`src/rtl/scmd_pkg.sv`:
```
package scmd_pkg;

  localparam int OP_W   = 8;
  localparam int STAT_W = 8;

  localparam logic [OP_W-1:0] OP_SEQREAD  = 8'hCB;
  localparam logic [OP_W-1:0] OP_WRITEAT  = 8'h52;
  localparam logic [OP_W-1:0] OP_ERASEALL = 8'h92;
  localparam logic [OP_W-1:0] OP_STATUS   = 8'hC5;
  localparam logic [OP_W-1:0] OP_PTRREAD  = 8'hC6;

  typedef enum logic [1:0] {
    ST_RECV = 2'd0,
    ST_DONE = 2'd1,
    ST_LOCK = 2'd2
  } ctrlState_t;

  typedef struct packed {
    logic known;
    logic hasAddr;
    logic isStatus;
    logic isPtr;
  } opInfo_t;

  // strobes from the control FSM to the datapath
  typedef struct packed {
    logic clrFrame;
    logic accBit;
    logic shiftIn;
    logic capture;
    logic loadStatus;
    logic loadPtr;
    logic shiftOut;
    logic setParErr;
    logic setInsErr;
    logic clrFlags;
  } strobe_t;

  function automatic opInfo_t decodeOp(input logic [OP_W-1:0] op);
    opInfo_t info;
    info = '0;
    case (op)
      OP_SEQREAD:  begin info.known = 1'b1; info.hasAddr = 1'b1; end
      OP_WRITEAT:  begin info.known = 1'b1; info.hasAddr = 1'b1; end
      OP_ERASEALL: begin info.known = 1'b1; end
      OP_STATUS:   begin info.known = 1'b1; info.isStatus = 1'b1; end
      OP_PTRREAD:  begin info.known = 1'b1; info.isPtr = 1'b1; end
      default:     info = '0;
    endcase
    return info;
  endfunction

endpackage

```
`src/rtl/scmd_ctrl.sv`:
```
module scmd_ctrl
  import scmd_pkg::*;
#(
  parameter int ADDR_W = 16,
  parameter int CNT_W  = 5
) (
  input  logic             clk,
  input  logic             rstN,
  input  logic             csIn,
  input  logic             sclkEn,
  input  logic             dataIn,
  input  logic             parityEn,
  input  logic [CNT_W-1:0] bitCnt,
  input  logic             parAcc,
  input  logic [OP_W-1:0]  incomingOp,
  output strobe_t          strb,
  output logic             hasAddr,
  output logic             lockedNow
);

  ctrlState_t state, nextState;
  logic       csPrev;
  logic       csRise;
  logic       sample;
  opInfo_t    infoReg;
  opInfo_t    curInfo;
  logic [CNT_W-1:0] newCnt;
  logic [CNT_W-1:0] totalBits;
  logic       lastBit;
  logic       opBit;

  assign csRise = csIn & ~csPrev;
  assign sample = csIn & csPrev & sclkEn;
  assign newCnt = bitCnt + CNT_W'(1);
  assign opBit  = (newCnt == CNT_W'(OP_W));

  // the opcode is decoded from the incoming bit on the 8th sample
  assign curInfo = opBit ? decodeOp(incomingOp) : infoReg;

  assign totalBits = CNT_W'(OP_W)
                   + (curInfo.hasAddr ? CNT_W'(ADDR_W) : CNT_W'(0))
                   + CNT_W'(parityEn);
  assign lastBit   = (newCnt == totalBits);
  assign hasAddr   = curInfo.hasAddr;
  assign lockedNow = (state == ST_LOCK);

  always_comb begin
    strb      = '0;
    nextState = state;
    if (!csIn) begin
      strb.clrFrame = 1'b1;
      if (state != ST_LOCK) nextState = ST_RECV;
    end else if (csRise) begin
      nextState = ST_RECV;
    end else if (sample) begin
      case (state)
        ST_RECV: begin
          strb.accBit  = 1'b1;
          strb.shiftIn = !(parityEn && lastBit);
          if (opBit && !curInfo.known) begin
            strb.setInsErr = 1'b1;
            nextState      = ST_LOCK;
          end else if (lastBit) begin
            if (parityEn && (parAcc ^ dataIn)) begin
              strb.setParErr = 1'b1;
              nextState      = ST_LOCK;
            end else begin
              strb.capture    = 1'b1;
              strb.clrFlags   = 1'b1;
              strb.loadStatus = curInfo.isStatus;
              strb.loadPtr    = curInfo.isPtr;
              nextState       = ST_DONE;
            end
          end
        end
        ST_DONE: strb.shiftOut = 1'b1;
        default: ;
      endcase
    end
  end

  always_ff @(posedge clk) begin
    if (!rstN) begin
      state   <= ST_RECV;
      csPrev  <= 1'b0;
      infoReg <= '0;
    end else begin
      state  <= nextState;
      csPrev <= csIn;
      if (state == ST_RECV && sample && opBit) infoReg <= curInfo;
    end
  end

endmodule

```
`src/rtl/scmd_datapath.sv`:
```
module scmd_datapath
  import scmd_pkg::*;
#(
  parameter int ADDR_W = 16,
  parameter int CNT_W  = 5
) (
  input  logic              clk,
  input  logic              rstN,
  input  strobe_t           strb,
  input  logic              dataIn,
  input  logic              busyIn,
  input  logic              hasAddr,
  input  logic [ADDR_W-1:0] ptrIn,
  output logic [CNT_W-1:0]  bitCnt,
  output logic              parAcc,
  output logic [OP_W-1:0]   incomingOp,
  output logic              doutVal,
  output logic              doutOe,
  output logic              cmdValid,
  output logic [OP_W-1:0]   cmdOpcode,
  output logic [ADDR_W-1:0] cmdAddr
);

  localparam int FRAME_W = OP_W + ADDR_W;
  localparam int OUT_W   = ADDR_W;

  logic [FRAME_W-1:0] frameReg;
  logic [FRAME_W-1:0] nextFrame;
  logic [OUT_W-1:0]   outReg;
  logic               parErr;
  logic               insErr;
  logic [STAT_W-1:0]  statusWord;

  assign nextFrame  = strb.shiftIn ? {frameReg[FRAME_W-2:0], dataIn} : frameReg;
  assign incomingOp = {frameReg[OP_W-2:0], dataIn};
  assign statusWord = {3'b101, parErr, insErr, busyIn, 2'b00};
  assign doutVal    = outReg[OUT_W-1];

  always_ff @(posedge clk) begin
    if (!rstN) begin
      bitCnt    <= '0;
      parAcc    <= 1'b0;
      frameReg  <= '0;
      outReg    <= '0;
      doutOe    <= 1'b0;
      cmdValid  <= 1'b0;
      cmdOpcode <= '0;
      cmdAddr   <= '0;
      parErr    <= 1'b0;
      insErr    <= 1'b0;
    end else begin
      cmdValid <= strb.capture;
      if (strb.clrFrame) begin
        bitCnt   <= '0;
        parAcc   <= 1'b0;
        frameReg <= '0;
        doutOe   <= 1'b0;
      end else begin
        if (strb.accBit) begin
          bitCnt <= bitCnt + CNT_W'(1);
          parAcc <= parAcc ^ dataIn;
        end
        frameReg <= nextFrame;
      end
      if (strb.capture) begin
        cmdOpcode <= hasAddr ? nextFrame[FRAME_W-1 -: OP_W] : nextFrame[OP_W-1:0];
        cmdAddr   <= hasAddr ? nextFrame[ADDR_W-1:0] : '0;
      end
      if (strb.loadStatus) begin
        outReg <= {statusWord, {(OUT_W-STAT_W){1'b0}}};
        doutOe <= 1'b1;
      end else if (strb.loadPtr) begin
        outReg <= ptrIn;
        doutOe <= 1'b1;
      end else if (strb.shiftOut) begin
        outReg <= {outReg[OUT_W-2:0], 1'b0};
      end
      if (strb.setParErr)     parErr <= 1'b1;
      else if (strb.clrFlags) parErr <= 1'b0;
      if (strb.setInsErr)     insErr <= 1'b1;
      else if (strb.clrFlags) insErr <= 1'b0;
    end
  end

endmodule

```
`src/rtl/scmd_frontend.sv`:
```
module scmd_frontend
  import scmd_pkg::*;
#(
  parameter int ADDR_W = 16
) (
  input  logic              clk,
  input  logic              rstN,
  input  logic              csIn,
  input  logic              sclkEn,
  input  logic              dataIn,
  input  logic              parityEn,
  input  logic              busyIn,
  input  logic [ADDR_W-1:0] ptrIn,
  output logic              doutVal,
  output logic              doutOe,
  output logic              cmdValid,
  output logic [OP_W-1:0]   cmdOpcode,
  output logic [ADDR_W-1:0] cmdAddr
);

  localparam int CNT_W = $clog2(OP_W + ADDR_W + 2);

  strobe_t          strb;
  logic [CNT_W-1:0] bitCnt;
  logic             parAcc;
  logic [OP_W-1:0]  incomingOp;
  logic             hasAddr;
  logic             lockedNow;

  scmd_ctrl #(.ADDR_W(ADDR_W), .CNT_W(CNT_W)) ctrl (
    .clk        (clk),
    .rstN       (rstN),
    .csIn       (csIn),
    .sclkEn     (sclkEn),
    .dataIn     (dataIn),
    .parityEn   (parityEn),
    .bitCnt     (bitCnt),
    .parAcc     (parAcc),
    .incomingOp (incomingOp),
    .strb       (strb),
    .hasAddr    (hasAddr),
    .lockedNow  (lockedNow)
  );

  scmd_datapath #(.ADDR_W(ADDR_W), .CNT_W(CNT_W)) dpath (
    .clk        (clk),
    .rstN       (rstN),
    .strb       (strb),
    .dataIn     (dataIn),
    .busyIn     (busyIn),
    .hasAddr    (hasAddr),
    .ptrIn      (ptrIn),
    .bitCnt     (bitCnt),
    .parAcc     (parAcc),
    .incomingOp (incomingOp),
    .doutVal    (doutVal),
    .doutOe     (doutOe),
    .cmdValid   (cmdValid),
    .cmdOpcode  (cmdOpcode),
    .cmdAddr    (cmdAddr)
  );

endmodule

```
`config.mk`:
```
export PLATFORM = sky130hd
export DESIGN_NAME = scmd_frontend
export DESIGN_NICKNAME = d
export VERILOG_FILES = /design/src/rtl/scmd_pkg.sv /design/src/rtl/scmd_ctrl.sv /design/src/rtl/scmd_datapath.sv /design/src/rtl/scmd_frontend.sv
export SDC_FILE = /design/constraint.sdc
export NUM_CORES = 1
export LEC_CHECK = 0
export CAP_MARGIN = 40
export CORE_MARGIN = 5
export CORE_UTILIZATION = 54
export CTS_CLUSTER_DIAMETER = 60
export CTS_CLUSTER_SIZE = 12
export DETAILED_ROUTE_END_ITERATION = 16
export PLACE_DENSITY = 0.9
export REMOVE_ABC_BUFFERS = 1
export SYNTH_ARGS = -nofsm -noshare
export SYNTH_HDL_FRONTEND = slang
export SYNTH_SLANG_ARGS = --single-unit
```
`constraint.sdc`:
```
create_clock -name clk -period 3.8 [get_ports clk]
set_input_delay 0.95 -clock clk [delete_from_list [all_inputs] [get_ports clk]]
set_output_delay 0.95 -clock clk [all_outputs]
set_load 0.005 [all_outputs]
```
* Yosys cells after proc, flatten, opt, wreduce, memory -nomap -nowiden
Index checks and enable logic that the tools add are counted.
Widths: inputs -> output; s select.
** Cells by class
- Equality and inequality tests :: 13
- Bitwise operators :: 6
- Div/mod/pow operators :: 0
- Shift-type cells :: 0
- Multipliers :: 0
- Add/sub/neg operators :: 3
- $lt $le $gt $ge :: 0
- Reduce and logical (&&, ||, !) cells :: 18
- Multiplexer cells :: 42
** Operator list (number)
- $mux 16 :: 4
- $eq 8x8->1 const B :: 4
- $mux 9 :: 3
- $mux 24 :: 1
- $mux 1 :: 18
- $mux 2 :: 8
- $mux 3 :: 4
- $mux 5 :: 2
- $ne 3x1->1 const B :: 3
- $eq 8x7->1 const B :: 1
- $mux 8 :: 1
- $reduce_bool 2->1 :: 4
- $add 4x5->5 const A :: 1
- $add 5x1->5 :: 1
- $add 5x1->5 const B :: 1
- $eq 5x4->1 const B :: 1
- $eq 5x5->1 :: 1
- $logic_and 1x1->1 :: 5
- $reduce_or 5->1 :: 1
- $mux 4 :: 1
- $ne 4x1->1 const B :: 1
- $reduce_and 4->1 :: 1
- $reduce_or 2->1 :: 2
- $and 1x1->1 :: 3
- 8 further kinds :: 10
** Storage, ports and cells
- Bits in latches :: 0
- Bits in registers :: 81
- Output and inout bits :: 27
- RAM bits :: 0
- Memories kept :: 0
- Bits in read-only memories :: 0

* Depth between registers and ports, before layout
- Word-level depth :: 17
- Gate-level depth with buffers :: 11
- Depth with buffers taken out :: 8

* Cells and area by module
From an unflattened synthesis, not the netlist that was laid out.
** Unflattened totals
- Cell total of the unflattened synthesis :: 392
- Area total of the unflattened synthesis :: 3733.6 µm²
** Modules (own cells, without submodules)
- scmd_datapath :: instances 1, area each 2996.6 µm², cells an instance 303
- scmd_ctrl :: instances 1, area each 737.0 µm², cells an instance 89

* Least setup slack after synthesis
No wires, ideal clock.
- Kind :: input to register
- From :: in dataIn
- To :: reg dpath.cmdOpcode[7]
- Stages :: 8
- Slack :: 655 ps
- Data arrival time :: 3023 ps
- Cell sequence :: buf_2 > or4b_1 > a21oi_2 > a2bb2oi_2 > a31o_2 > buf_4 > mux2_2 > a221o_1
** Between the ends
- Word-level cells in the longest chain between the ends :: 16
- Elaborated cells between the ends (all ways) :: 29
- Those cells by class :: 2 x add/sub; 6 x eq/ne; 13 x mux; 1 x bitwise; 7 x reduce/logical
** RTL lines
- start: declaration :: line scmd_frontend.sv:10 : input logic dataIn,
- $eq 8x8->1 / $eq 8x7->1 (equally long branches) :: line scmd_pkg.sv:42 : case (op)
- $reduce_or 2->1 (no line)
- $mux 1 :: line scmd_pkg.sv:42
- $mux 4 :: line scmd_ctrl.sv:38 : assign curInfo = opBit ? decodeOp(incomingOp) : infoReg;
- $mux 5 :: line scmd_ctrl.sv:41 : + (curInfo.hasAddr ? CNT_W'(ADDR_W) : CNT_W'(0))
- $add 4x5->5 :: line scmd_ctrl.sv:41
- $add 5x1->5 :: line scmd_ctrl.sv:42 : + CNT_W'(parityEn);
- $eq 5x5->1 :: line scmd_ctrl.sv:43 : assign lastBit = (newCnt == totalBits);
- $logic_and 1x1->1 :: line scmd_ctrl.sv:59 : strb.shiftIn = !(parityEn && lastBit);
- $logic_not 1->1 :: line scmd_ctrl.sv:59
- $mux 5 :: line scmd_ctrl.sv:56 : case (state)
- $mux 9 :: line scmd_ctrl.sv:55 : end else if (sample) begin
- $mux 9 :: line scmd_ctrl.sv:53 : end else if (csRise) begin
- $mux 9 :: line scmd_ctrl.sv:50 : if (!csIn) begin
- $mux 24 :: line scmd_datapath.sv:34 : assign nextFrame = strb.shiftIn ? {frameReg[FRAME_W-2:0], dataIn} : frameReg;
- $mux 8 :: line scmd_datapath.sv:66 : cmdOpcode <= hasAddr ? nextFrame[FRAME_W-1 -: OP_W] : nextFrame[OP_W-1:0];
- end signal: assignment :: line scmd_datapath.sv:66
- end: declaration :: line scmd_datapath.sv:20 : output logic [OP_W-1:0] cmdOpcode,
Several ways; a longest one is shown, not always the timed one.
A chain may end at the register's enable or synchronous reset.

* Worst setup path after layout
- From :: in dataIn
- To :: reg dpath.outReg[14]
** Between the ends
- Word-level cells in the longest chain between the ends :: 15
- Elaborated cells between the ends (all ways) :: 30
- Those cells by class :: 2 x add/sub; 6 x eq/ne; 14 x mux; 1 x bitwise; 7 x reduce/logical
** RTL lines
- $eq 8x8->1 / $eq 8x7->1 (equally long branches) :: line scmd_pkg.sv:42
- $reduce_or 2->1 (no line)
- $mux 1 :: line scmd_pkg.sv:42
- $mux 4 :: line scmd_ctrl.sv:38
- $mux 5 :: line scmd_ctrl.sv:41
- $add 4x5->5 :: line scmd_ctrl.sv:41
- $add 5x1->5 :: line scmd_ctrl.sv:42
- $eq 5x5->1 :: line scmd_ctrl.sv:43
- $mux 3 :: line scmd_ctrl.sv:63 : end else if (lastBit) begin
- $mux 3 (*) :: line scmd_ctrl.sv:60 : if (opBit && !curInfo.known) begin
- $mux 5 (*) :: line scmd_ctrl.sv:56
- $mux 9 (*) :: line scmd_ctrl.sv:55
- $mux 9 (*) :: line scmd_ctrl.sv:53
- $mux 9 (*) :: line scmd_ctrl.sv:50
- $mux 16 (tied with other cells) :: line scmd_datapath.sv:72 : end else if (strb.loadPtr) begin
- end signal: assignment :: line scmd_datapath.sv:70 : outReg <= {statusWord, {(OUT_W-STAT_W){1'b0}}};
- end signal: assignment :: line scmd_datapath.sv:73 : outReg <= ptrIn;
- end signal: assignment :: line scmd_datapath.sv:76 : outReg <= {outReg[OUT_W-2:0], 1'b0};
- end: declaration :: line scmd_datapath.sv:29 : logic [OUT_W-1:0] outReg;
Every way passes the cells marked *; elsewhere a longest branch is shown, timed or not.

==> results.md <==
- Run status: finished clean
- CTS Buf Count: 9
- Synthesis-stage register bit count: 80
- Total Nets Final: 433
- Clock Skews: 9.534 ps
- Syn Area/Cell: 9.447 µm²
- Sinks on Clock Net: 80
- Number of antenna-violating nets in the routed design: 0
- Worst hold slack across all endpoints: 461.9 ps
- Largest buffer count on any clock path: 2
- Proportion of total power due to net switching: 21.93%
- Clock root buffer: clkbuf_8
- Detailed-route wire length on metal 1: 3307 µm
- # H-tree levels: 3
- IO Port Bufs: 49
- Count of pins on the block boundary: 50
- Most frequently used cell type in the post-synthesis netlist: dfxtp_1
- Most frequently used flop master after synthesis: dfxtp_1
- Placement-stage cell area: 3970 µm²
- Setup TNS: 0 ps
- Fraction of final layout cells with drive strength greater than 1: 11.38%
- Full die area: 7985 µm²
- Actual slew at the worst max-slew pin: 547.9 ps
- Combinational fraction of design power: 4.2%
- Path class of the lowest-slack min-delay path: flip-flop to flip-flop
- Starting DRC count in detailed routing: 95
- Diodes inserted: 0
- Internal power: 1.245 mW
- HPWL after detailed placement: 5220 µm
- Portion of the post-synthesis area used by sequential elements: 47.09%
- Sum of overflow across all layers after global routing: 0
- Post-synthesis cell type with the largest combined area: dfxtp_1
- Part of the total power dissipated in the clock network: 43.2%
- Yosys warning total: 0
- # hold bufs at CTS: 0
- Std cell rows: 29
- Starting Density: 54.49%
- Global placement routability congestion: 0.8323
- Floorplan die width: 89.36 µm
- Gr usage total: 20.39%
- Metal2 WL: 3581 µm
- Global-route wire length before repair: 12610 µm
- Number of synthesized flops with an enable pin: 0
- Tmin final: 3431 ps
- CP arrival: 3650 ps
- Headroom to the max-slew limit: 63.39%
- Met3 wire length: 449 µm
- Max-cap violation count: 0
- Drt drc: 0
- Number of hold violations in the final report: 0
- Type of origin of the critical path: primary input
- CTS tree: yes
- Number of global-route vias before repair: 2751
- PwrDens: 380.8 nW/µm²
- Chip Height: 89.36 µm
- Worst R2R Path Depth: 8
- Final cycle utilization of the critical path: 90.28%
- Post-synthesis async set-or-reset flop share: 0%
- Register share of total power: 52.6%
- Hold-critical path depth: 2
- Clock edge transition at the registers on the reported setup and hold paths: 80 ps
- Pin count of the biggest net entering global routing: 25
- Distinct cells, synth: 56
- Wire per inst: 15.34 µm
- Highest metal layer used by the detailed router: met4
- Fill cell instance count of the final layout: 518
- Cell types with the highest counts after synthesis: dfxtp_1 (80), nor2_1 (52), mux2i_1 (38)
- Gate Count Post-Synth: 360
- Post-cts resize count: 0
- Worst path required time: 4020 ps
- Total vias in the final route: 2720
- Top fanout value on the critical path: 11
- Clock latency on the worst-skew pair: 350 ps
- Drt pass-1 iters: 4
- Largest cells by area after synthesis: dfxtp_1 (47%), mux2i_1 (11%), nor2_1 (5.7%)
- Cell leakage power: 1.650 nW
- Total length of routed wires: 7517 µm
- Via/cell ratio: 5.551
- Endpoint class of the critical path: flip-flop
- Unrepaired setup endpoints after global routing: no
- Post-route standard cell area excluding fillers: 4189 µm²
- VDD IR max: 371.1 µV
- Total net switching power: 0.3497 mW
- Post-synth top area share: 47.09%
- Type of the setup path with the least slack: primary input to flip-flop
- Initial antenna violation count: 0
- Fin. max-slew vios: 0
- Combined area of all synthesized cells: 3401 µm²
- Layout overhead on the synthesized area: 23.18%
- Fmax: 291.5 MHz
- Total setup violations reported at the end of the flow: 0
- Number of buffers inserted by post-CTS setup repair: 0
- Core Box Area: 6241 µm²
## registers in the layout, indices dropped and copies added (netlist names)
register	flops
ctrl.csPrev	1
ctrl.infoReg	3
ctrl.state	2
dpath.bitCnt	5
dpath.cmdAddr	16
dpath.cmdOpcode	8
dpath.cmdValid	1
dpath.doutOe	1
dpath.frameReg	24
dpath.insErr	1
dpath.outReg	16
dpath.parAcc	1
dpath.parErr	1
## routing by layer
metal	vias to the layer above	track usage, %
met5	-	0
met4	0	9.472
met3	16	5.438
met2	74	33.76
met1	1274	24.64
li1	1356	-
## critical path, cell delays in order
cell and delay, ps:
clkdlybuf4s50_1 510, or4bb_1 550, nor4_1 280, or3_2 210
o21a_1 250, nand3_1 370, nand2_1 430, a211oi_1 90
## kinds of logic (layout without fill, tap and decap cells)
family,count (synthesis),after routing,synth area share (%)
xor+xnor,9,9,2.318
mux,42,42,12.51
buf+inv,34,87,4.525
fa+ha+maj,2,2,0.7357
compound gates,73,73,15.56
simple gates,120,120,17.26
flops,80,80,47.09
## path summary, 6_finish.rpt
kind                                   startpoint                 to  slack [ps]
worst max-delay path                       dataIn   dpath.outReg[14]         370
worst max register to register    dpath.bitCnt[0]    dpath.outReg[6]         780
worst min-delay path            dpath.cmdAddr[10]  dpath.cmdAddr[10]         460
worst min register to register  dpath.cmdAddr[10]  dpath.cmdAddr[10]         460
## power groups by stage
stage	clock network, mW	logic, mW	registers (mW)
6_report	0.689	0.0662	0.839
5_1_grt	0.743	0.0712	0.840
4_1_cts	0.699	0.0665	0.839
3_5_place_dp	0	0.0654	0.859
3_3_place_gp	0	0.0645	0.859
2_1_floorplan	0	0.0260	0.859
## cells in the final DEF (no fill, tap or decap), types with 4 or more instances in the layout
cell and instances:
xor2_1 5, or2_2 5, buf_4 10, inv_1 11, a21o_1 7, nand2_1 29
mux2i_1 38, nor2_1 52, a21oi_1 7, a211oi_1 10, dfxtp_1 80, clkbuf_8 9
xnor2_1 4, o22ai_1 7, clkdlybuf4s50_1 49, nand3_1 5, o21ai_0 17, mux2_2 4
## final cells by class
cell class | instances | area [µm²] | share of cell area, %
clock buffers | 10 | 127.6 | 3.047
clock inverters | 6 | 91.34 | 2.180
inverters | 11 | 41.29 | 0.9857
multi-input cells | 246 | 1645 | 39.28
flip-flops and latches | 80 | 1602 | 38.23
well taps | 77 | 96.34 | 2.300
repair buffers | 60 | 585.6 | 13.98
## through the flow
stage | worst slack, ps | total power [mW] | utilization (%) | cells
3_3_place_gp | 171.5 | 0.9237 | 63.61 | 474
4_1_cts | 411.3 | 1.605 | 67.12 | 490
2_1_floorplan | 439.7 | 0.8849 | - | 337
6_report | 369.3 | 1.595 | 67.12 | 490
5_1_grt | 108.1 | 1.654 | 67.12 | 490
3_5_place_dp | 46.77 | 0.9246 | 63.61 | 474
No activity file was read; power rests on OpenSTA's default activity.
